`config.mk`:
```
export PLATFORM = sky130hd
export DESIGN_NAME = io_latch_bank
export DESIGN_NICKNAME = d
export VERILOG_FILES = /design/src/rtl/iolb_pkg.sv /design/src/rtl/iolb_cell.sv /design/src/rtl/iolb_pack.sv /design/src/rtl/io_latch_bank.sv
export SDC_FILE = /design/constraint.sdc
export NUM_CORES = 1
export LEC_CHECK = 0
export ABC_AREA = 1
export BUFFER_PORTS_ARGS = -buffer_cell sky130_fd_sc_hd__buf_2
export CAP_MARGIN = 0
export CORE_AREA = 3 3 48 50
export DETAILED_ROUTE_END_ITERATION = 8
export DIE_AREA = 0 0 51 53
export PLACE_DENSITY = 0.83
export SETUP_SLACK_MARGIN = 0.5
export SYNTH_ARGS = -nofsm -noshare
export SYNTH_HDL_FRONTEND = slang
export SYNTH_SLANG_ARGS = --single-unit
```
`constraint.sdc`:
```
create_clock -name clk -period 1.4 [get_ports clk]
set_clock_uncertainty 0.15 [all_clocks]
set_input_delay 0.14 -clock clk [delete_from_list [all_inputs] [get_ports clk]]
set_output_delay 0.14 -clock clk [all_outputs]
set_load 0.03 [all_outputs]
```
`src/rtl/iolb_pkg.sv`:
```
package iolb_pkg;
  localparam int MAX_BYTE_W = 8;

  // Byte bit position that carries latch lane i (lane 0 is the byte MSB).
  function automatic int lane_bitpos(input int byte_w, input int lane);
    return byte_w - 1 - lane;
  endfunction

  // Place a lane vector into a byte, MSB-first, with unused low bits zero.
  function automatic logic [MAX_BYTE_W-1:0] lanes_to_byte(
      input logic [MAX_BYTE_W-1:0] lanes, input int n_lanes, input int byte_w);
    logic [MAX_BYTE_W-1:0] b;
    b = '0;
    for (int i = 0; i < MAX_BYTE_W; i++) begin
      if (i < n_lanes) b[lane_bitpos(byte_w, i)] = lanes[i];
    end
    return b;
  endfunction

  // Pick lane values out of a byte, MSB-first.
  function automatic logic [MAX_BYTE_W-1:0] byte_to_lanes(
      input logic [MAX_BYTE_W-1:0] b, input int n_lanes, input int byte_w);
    logic [MAX_BYTE_W-1:0] v;
    v = '0;
    for (int i = 0; i < MAX_BYTE_W; i++) begin
      if (i < n_lanes) v[i] = b[lane_bitpos(byte_w, i)];
    end
    return v;
  endfunction
endpackage

```
`src/rtl/iolb_cell.sv`:
```
module iolb_cell #(
  parameter bit HAS_PAD = 1'b1
) (
  input  logic clk,
  input  logic rst_n,
  input  logic dir_wr,
  input  logic dat_wr,
  input  logic ctl_wr,
  input  logic dir_bit,
  input  logic dat_bit,
  input  logic pin_i,
  output logic pin_o,
  output logic pin_en,
  output logic dir_q_o,
  output logic lat_q_o
);
  logic dir_q;
  logic lat_q;
  logic take_data;
  logic take_pin;

  generate
    if (HAS_PAD) begin : g_pad
      always_ff @(posedge clk or negedge rst_n) begin
        if (!rst_n)      dir_q <= 1'b0;
        else if (dir_wr) dir_q <= dir_bit;
      end
      // direction bit loads from the write byte
      p_dir_load_r2: assert property (@(posedge clk) disable iff (!rst_n)
        dir_wr |=> dir_q == $past(dir_bit));
    end else begin : g_nopad
      // lane without a pad is held as an output
      assign dir_q = 1'b1;
    end
  endgenerate

  // Old direction governs a same-cycle data write.
  assign take_data = dat_wr & dir_q;
  assign take_pin  = ctl_wr & ~dir_q;

  always_ff @(posedge clk or negedge rst_n) begin
    if (!rst_n)         lat_q <= 1'b0;
    else if (take_data) lat_q <= dat_bit;
    else if (take_pin)  lat_q <= pin_i;
  end

  assign pin_en  = HAS_PAD & dir_q;
  assign pin_o   = pin_en & lat_q;
  assign dir_q_o = dir_q;
  assign lat_q_o = lat_q;

  p_data_store_r3: assert property (@(posedge clk) disable iff (!rst_n)
    take_data |=> lat_q == $past(dat_bit));
  p_pin_sample_r5: assert property (@(posedge clk) disable iff (!rst_n)
    take_pin |=> lat_q == $past(pin_i));
  p_out_keeps_r6: assert property (@(posedge clk) disable iff (!rst_n)
    (dir_q && ctl_wr && !dat_wr) |=> $stable(lat_q));
  p_input_no_data_r4: assert property (@(posedge clk) disable iff (!rst_n)
    (!dir_q && dat_wr && !ctl_wr) |=> $stable(lat_q));
  p_idle_hold_r8: assert property (@(posedge clk) disable iff (!rst_n)
    (!dat_wr && !ctl_wr) |=> $stable(lat_q));
endmodule

```
`src/rtl/iolb_pack.sv`:
```
module iolb_pack #(
  parameter int LATCH_N = 6,
  parameter int BYTE_W  = 8
) (
  input  logic [LATCH_N-1:0] lanes,
  output logic [BYTE_W-1:0]  byte_o
);
  import iolb_pkg::*;
  logic [MAX_BYTE_W-1:0] wide_lanes;
  logic [MAX_BYTE_W-1:0] wide_byte;

  always_comb begin
    wide_lanes = '0;
    wide_lanes[LATCH_N-1:0] = lanes;
    wide_byte = lanes_to_byte(wide_lanes, LATCH_N, BYTE_W);
  end
  assign byte_o = wide_byte[BYTE_W-1:0];
endmodule

```
`src/rtl/io_latch_bank.sv`:
```
module io_latch_bank #(
  parameter int LATCH_N = 6,
  parameter int PADS    = 6,
  parameter int BYTE_W  = 8
) (
  input  logic               clk,
  input  logic               rst_n,
  input  logic               dir_wr,
  input  logic               dat_wr,
  input  logic               ctl_wr,
  input  logic [BYTE_W-1:0]  wr_byte,
  input  logic [LATCH_N-1:0] pin_in,
  output logic [LATCH_N-1:0] pin_out,
  output logic [LATCH_N-1:0] pin_oe,
  output logic [BYTE_W-1:0]  dat_rd,
  output logic [BYTE_W-1:0]  dir_rd
);
  import iolb_pkg::*;

  logic [MAX_BYTE_W-1:0] wide_wr;
  logic [MAX_BYTE_W-1:0] wr_lanes_w;
  logic [LATCH_N-1:0]    wr_lanes;
  logic [LATCH_N-1:0]    dir_v;
  logic [LATCH_N-1:0]    lat_v;

  always_comb begin
    wide_wr = '0;
    wide_wr[BYTE_W-1:0] = wr_byte;
    wr_lanes_w = byte_to_lanes(wide_wr, LATCH_N, BYTE_W);
  end
  assign wr_lanes = wr_lanes_w[LATCH_N-1:0];

  generate
    for (genvar i = 0; i < LATCH_N; i++) begin : g_lane
      iolb_cell #(.HAS_PAD(i < PADS)) u_cell (
        .clk     (clk),
        .rst_n   (rst_n),
        .dir_wr  (dir_wr),
        .dat_wr  (dat_wr),
        .ctl_wr  (ctl_wr),
        .dir_bit (wr_lanes[i]),
        .dat_bit (wr_lanes[i]),
        .pin_i   (pin_in[i]),
        .pin_o   (pin_out[i]),
        .pin_en  (pin_oe[i]),
        .dir_q_o (dir_v[i]),
        .lat_q_o (lat_v[i])
      );
    end
  endgenerate

  iolb_pack #(.LATCH_N(LATCH_N), .BYTE_W(BYTE_W)) u_dat_pack (
    .lanes (lat_v), .byte_o (dat_rd));
  iolb_pack #(.LATCH_N(LATCH_N), .BYTE_W(BYTE_W)) u_dir_pack (
    .lanes (dir_v), .byte_o (dir_rd));

  p_oe_only_on_dir_r8: assert property (@(posedge clk) disable iff (!rst_n)
    !dir_wr |=> $stable(pin_oe));
  p_rd_idle_r8: assert property (@(posedge clk) disable iff (!rst_n)
    (!dir_wr && !dat_wr && !ctl_wr) |=> ($stable(dat_rd) && $stable(dir_rd)));
endmodule

```
## Word-level counts from Yosys, hierarchy flattened

Index checks and enable logic that the tools add are counted.

| word-level totals | value |
|---|---|
| register bits | 12 |
| word-level logic and storage cells | 54 |
| input port bits | 19 |

| cells by class | value |
|---|---|
| bitwise operators | 24 |
| reductions and logical operators | 6 |
| multiplexer cells | 12 |

Operators by type and width:

| cell | number |
|---|---|
| 1-bit bitwise AND | 18 |
| 1-bit two-way mux | 12 |
| 2-bit nonzero test | 6 |
| 1-bit inverter | 6 |

## Logic depth before layout (Yosys ltp)

Gate-level depths: netlist (run 1).

| logic depth | value |
|---|---|
| depth after elaboration | 4 |
| depth in mapped cells | 6 |
| depth with buffers taken out | 5 |

## Cells and area by module

A second synthesis (run 1) with hierarchy kept.

| unflattened totals | value |
|---|---|
| cells, all modules | 120 |
| area total of the unflattened synthesis | 810.8 um^2 |

Modules (own cells, without submodules):

| module | sequential area each (um^2) | area each (um^2) | times used | cells each |
|---|---|---|---|---|
| iolb_cell | 50.0 | 113.9 | 6 | 17 |
| iolb_pack | 0.0 | 63.8 | 2 | 9 |

## Worst setup path before layout (run 1)

Ideal clock, no wire load.

| timing | value |
|---|---|
| path kind | reg-to-output |
| start | register g_lane[2].u_cell.dir_q |
| end | output port pin_out[2] |
| data required time | 1.110 ns |
| path buffers | 1 |
| data arrival time | 0.665 ns |
| slack | 0.445 ns |
| cell stages (with the launch flop) | 4 |
| path through | dfrtp_1 -> nand2_1 -> inv_1 -> buf_4 |

| on the way | value |
|---|---|
| longest elaborated chain between the ends | 1 |

Ends and longest elaborated chain:

| item | RTL line | text |
|---|---|---|
| start: declaration | iolb_cell.sv:17 | `logic dir_q;` |
| start signal: assignment | iolb_cell.sv:26 | `else if (dir_wr) dir_q <= dir_bit;` |
| 1-bit bitwise AND | iolb_cell.sv:48 | `assign pin_o = pin_en & lat_q;` |
| end: declaration | io_latch_bank.sv:13 | `output logic [LATCH_N-1:0] pin_out,` |

No other way between the ends.

## Worst setup path after layout (run 1)

| timing | value |
|---|---|
| start | register g_lane[3].u_cell.dir_q |
| end | output port pin_out[3] |

| on the way | value |
|---|---|
| longest elaborated chain between the ends | 1 |

Ends and longest elaborated chain:

| item | RTL line |
|---|---|
| start: declaration | iolb_cell.sv:17 |
| start signal: assignment | iolb_cell.sv:26 |
| 1-bit bitwise AND | iolb_cell.sv:48 |

No other way between the ends.

==> results of run 1 <==
-- state kept, by name, summed over array words and instances, names as in the netlist --
signal and cells:
g_lane.u_cell.dir_q_o 6, g_lane.u_cell.lat_q_o 6
-- worst max-delay path, stage by stage (launching register included) --
cell and delay (ns):
dfrtp_1 0.41, nand2_1 0.08, inv_1 0.08, buf_6 0.13
-- path summary, 6_finish.rpt --
| check | cells after the start | to | start |
|---|---|---|---|
| max | 3 | pin_out[3] | g_lane[3].u_cell.dir_q_o |
| min | 3 | g_lane[0].u_cell.dir_q_o | wr_byte[7] |
| max reg2reg | 6 | g_lane[2].u_cell.lat_q_o | g_lane[2].u_cell.dir_q_o |
| min reg2reg | 2 | g_lane[5].u_cell.lat_q_o | g_lane[5].u_cell.lat_q_o |
| max in group asynchronous | 2 | g_lane[5].u_cell.dir_q_o | rst_n |
| min in group asynchronous | 2 | g_lane[1].u_cell.lat_q_o | rst_n |
-- logic make-up after synthesis --
kind of cell | share of synthesized area
other | 0.00426
and+or+nand+nor | 0.313
AOI/OAI and AO/OA | 0.0341
DFF | 0.341
buffers and inverters | 0.308
-- routing by layer --
metal,vias to the layer above,track usage,share of wire
li1,420,-,-
met1,384,0.159,0.38
met2,26,0.273,0.55
met3,2,0.0451,0.065
met4,0,0.0404,0.0085
met5,-,0,0
-- cell usage after synthesis --
cell type / n / share of area
buf_4: 28 / 0.24
nand3_1: 12 / 0.068
o21ai_0: 5 / 0.028
inv_1: 12 / 0.051
o21ai_1: 1 / 0.0057
conb_1: 1 / 0.0043
nand2_2: 5 / 0.036
dfrtp_1: 12 / 0.34
buf_6: 1 / 0.013
buf_2: 1 / 0.0057
nand2_1: 49 / 0.21
-- power breakdown --
part / leakage, nW / switching [mW] / internal [mW]
logic: 0.590 / 0.351 / 0.288
clock network: 0.0210 / 0.111 / 0.158
registers: 0.143 / 0.0547 / 0.395
-- layout make-up --
type	instances	area, µm²	area share
timing repair buffer	56	508	0.392
multi-input combinational	76	363	0.280
sequential	12	305	0.236
inverter	12	50.0	0.0386
clock buffer	4	36.3	0.0280
tap	27	33.8	0.0261
-- metrics by stage --
stage | cell area [µm²] | hold WS (ns) | power (mW)
after floorplan | 915 | -0.306 | 0.873
after global placement | 900 | -0.119 | 0.857
after detailed placement | 900 | -0.117 | 0.869
after CTS | 1110 | -0.0674 | 1.26
after global routing | 1300 | -0.0557 | 1.44
final | 1300 | -0.0630 | 1.36
-- what timing repair did --
| item | 4_1_cts | 5_1_grt |
|---|---|---|
| cloned | 0 | 0 |
| hold buffers | 2 | 1 |
| gates resized for setup | 36 | 50 |
| hold endpoints to repair | 19 | 5 |
| pin swaps | 2 | 8 |
| setup endpoints to repair | 30 | 35 |
| setup buffers | 6 | 7 |
==> impl_metrics.ini, run 1 <==
[timing]
hold_viol_final = 4
rsz0062_at_grt = true
fmax_mhz = 789
finalSetupTns_ns = 0
min_period_over_period = 0.906
postLayoutSetupSlackWorst_ns = 0.132
period_needed_ns = 1.27
finalSetupViolations = 0
worst_hold_slack_ns = -0.0630
slew_viol_final = 0

[global_routing]
grt_overflow = 0
grt_pass1_vias = 701
grt_start_max_net_pins = 13
grt_pass1_wl_um = 2960
antenna_found_initial = 0
grt_usage = 0.146

[cts]
cts_buffer_depth = 2
cts_tree = built
worstSkewPairLatency_ns = 0.27
cts_num_sinks = 12
cts_root_buf = clkbuf_4
cts_buffers = 3
htreeDepth = 1
clkTransAtPathRegs_ns = 0.07

[finish]
fillCellCount = 160
drive_above_1_share = 0.500
final_common_cell = nand2_1
final_cell_mix = nand2_1, buf_6, buf_2
final_core_util = 0.668
n_antenna_cell = 0
fin_nets = 180
synthToLayoutAreaGrowth_pct = 47.2
fin_cells = 187

[die]
start_util = 0.454
num_io_pins = 47
core_area_mm2 = 0.00194
die_x_um = 51
rows = 16
die_area_mm2 = 0.00270
die_h_um = 53

[drt]
drtIter0Drc = 9
vias_per_cell = 4.45
drcViolationCount = 0
routedWlPerCell_um = 10.7
drt-total-wl_um = 2000
dr.pass1.iters = 4
detail-route-antenna-nets = 0
vias = 832

[synthesis]
synth_cell_types = 11
synth.cell_area_um2 = 881
avgSynthCellArea_um2 = 6.94
syn_inst = 127
ys_ff_latch = 12
yosys_warnings = 0
ys_seq_area_frac = 0.341

[job]
max_cap_violations = 0

[placement]
dpl.cell_count = 167
io_buffer_count = 40
dp.final_hpwl_um = 1310
gp_congestion = 0.660
place_ws_ns = 0.367

[worst_setup_path]
worstPathMaxFanout = 4
cp_data_arrival_time_ns = 0.98
endpoint_kind = output port
crit_type = reg2out
r2r_slack_ns = 0.21
crit_path_start_kind = flop
worstPathRequired_ns = 1.11

[outcome]
violations = hold timing
status = finished, violations left

[pwr]
p_per_area_mw_per_mm2 = 1050
vdd_drop_max_uv = 569
static-leakage-power_nw = 0.754

[worst_hold_path]
worstHoldPathType = in2reg
(Power assumes the default switching activity.)
==> run 2: changes to the inputs <==
==> constraint.sdc (replaced) <==
create_clock -name clk -period 1.4 [get_ports clk]
set_clock_uncertainty 0.15 [all_clocks]
set_input_delay 0.28 -clock clk [delete_from_list [all_inputs] [get_ports clk]]
set_output_delay 0.28 -clock clk [all_outputs]
set_load 0.03 [all_outputs]
==> impl_metrics.ini, run 2 (synthesis gave the netlist of run 1 again) <==
[timing]
finalSetupTns_ns = -0.0199
finalSetupViolations = 3
postLayoutSetupSlackWorst_ns = -0.0141
fmax_mhz = 707
min_period_over_period = 1.01
rsz0062_at_grt = true
slew_viol_final = 0
hold_viol_final = 0
period_needed_ns = 1.41

[placement]
io_buffer_count = 40
dp.final_hpwl_um = 1340
dpl.cell_count = 167
gp_congestion = 0.685
place_area_um2 = 900

[worst_setup_path]
endpoint_kind = output port
r2r-start = g_lane[5].u_cell.dir_q_o
cp_data_arrival_time_ns = 0.98
r2r_slack_ns = 0.22
r2r_end = g_lane[5].u_cell.lat_q_o
crit_type = reg2out
reg2reg_depth = 6
worstPathRequired_ns = 0.97
crit_path_start_kind = flop
worstPathMaxFanout = 5

[worst_hold_path]
worst_hold_startpoint = wr_byte[4]
whs_endpoint = g_lane[3].u_cell.dir_q_o
min_path_cells = 3
worstHoldPathType = in2reg

[drt]
drtIter0Drc = 5
routedWlPerCell_um = 12.0
vias = 831
drcViolationCount = 0
dr.pass1.iters = 4
drt-total-wl_um = 2220
detail-route-antenna-nets = 0
vias_per_cell = 4.49

[cts]
cts_buffers = 3
cts_num_sinks = 12
cts_root_buf = clkbuf_4
cts_buffer_depth = 2
clkTransAtPathRegs_ns = 0.08
htreeDepth = 1
worstSkewPairLatency_ns = 0.27
cts_tree = built

[finish]
fin_cells = 185
finalInstanceArea_mm2 = 0.00125
n_antenna_cell = 0
final_common_cell = nand2_1
fin_nets = 178
fillCellCount = 152
drive_above_1_share = 0.519
synthToLayoutAreaGrowth_pct = 41.8
final_cell_mix = nand2_1, buf_6, buf_2

[global_routing]
grt-busiest-layer = met2
antenna_found_initial = 0
grt_overflow = 0
grt_usage = 0.166
grt_pass1_wl_um = 3280
grt_pass1_vias = 790
grt_use_met2 = 0.318
grt_use_met1 = 0.162
met3_usage = 0.0366
grt_start_max_net_pins = 13

[die]
die_h_um = 53
rows = 16
num_io_pins = 47
die_x_um = 51
core_area_mm2 = 0.00194
start_util = 0.454
die_area_mm2 = 0.00270

[outcome]
violations = setup timing
status = finished, violations left

[pwr]
vdd_drop_max_uv = 466
finalPower_mw = 1.37
p_per_area_mw_per_mm2 = 1100
static-leakage-power_nw = 0.730

[job]
max_cap_violations = 0
run 2: changes by cell type in the layout (fill, tap and decap cells not counted), sizes merged:
cell	previous run	this run
buf	53	52
dlygate4sd3	3	1
clkbuf	4	5
run 2: cell type report:
| class | instances | area [µm²] | area share |
|---|---|---|---|
| clock buffers | 4 | 36.3 | 0.0291 |
| well taps | 27 | 33.8 | 0.0271 |
| inverters | 12 | 50.0 | 0.0401 |
| repair buffers | 54 | 458 | 0.367 |
| flip-flops and latches | 12 | 304 | 0.243 |
| multi-input cells | 76 | 367 | 0.294 |
run 2: per-stage QoR:
| stage | hold WS (ns) | setup slack, ns | util |
|---|---|---|---|
| 2_1_floorplan | -0.166 | 0.334 | - |
| 3_3_place_gp | 0.0186 | 0.239 | 0.463 |
| 3_5_place_dp | 0.0238 | 0.231 | 0.463 |
| 4_1_cts | 0.0750 | 0.0278 | 0.585 |
| 5_1_grt | 0.0619 | -0.0627 | 0.643 |
| 6_report | 0.0768 | -0.0141 | 0.643 |
run 2: worst max path at each step:
stage	startpoint	to	slack [ns]
floorplan	g_lane[2].u_cell.dir_q_o	pin_out[2]	0.33
global placement	g_lane[2].u_cell.dir_q_o	pin_out[2]	0.24
detailed placement	g_lane[2].u_cell.dir_q_o	pin_out[2]	0.23
CTS	g_lane[2].u_cell.dir_q_o	pin_out[2]	0.03
global route	g_lane[5].u_cell.dir_q_o	pin_out[5]	-0.06
finish	g_lane[0].u_cell.dir_q_o	pin_out[0]	-0.01
run 2: routing by layer:
layer / vias to the layer above / share of wire
met1: 377 / 0.39
met3: 4 / 0.049
met2: 31 / 0.54
li1: 419 / -
met4: 0 / 0.018
met5: - / 0
run 2: power breakdown:
group	internal (mW)	total (mW)	switching (mW)	leakage [nW]
Combinational	0.281	0.640	0.360	0.565
Sequential	0.395	0.452	0.0577	0.144
Clock	0.158	0.277	0.119	0.0210
Total	0.834	1.37	0.537	0.730
run 2: repair_timing:
item                                    in CTS  in global routing
hold endpoints to repair                    12                  0
pin swaps                                    0                  6
setup buffers                               11                  2
gates resized for setup                     37                 42
hold buffers                                 1                  0
endpoints found under the setup margin      30                 36
run 2: critical path: stages (launching register included):
cell and delay [ns]:
dfrtp_2 0.46, nand2_1 0.08, inv_1 0.05, buf_6 0.13
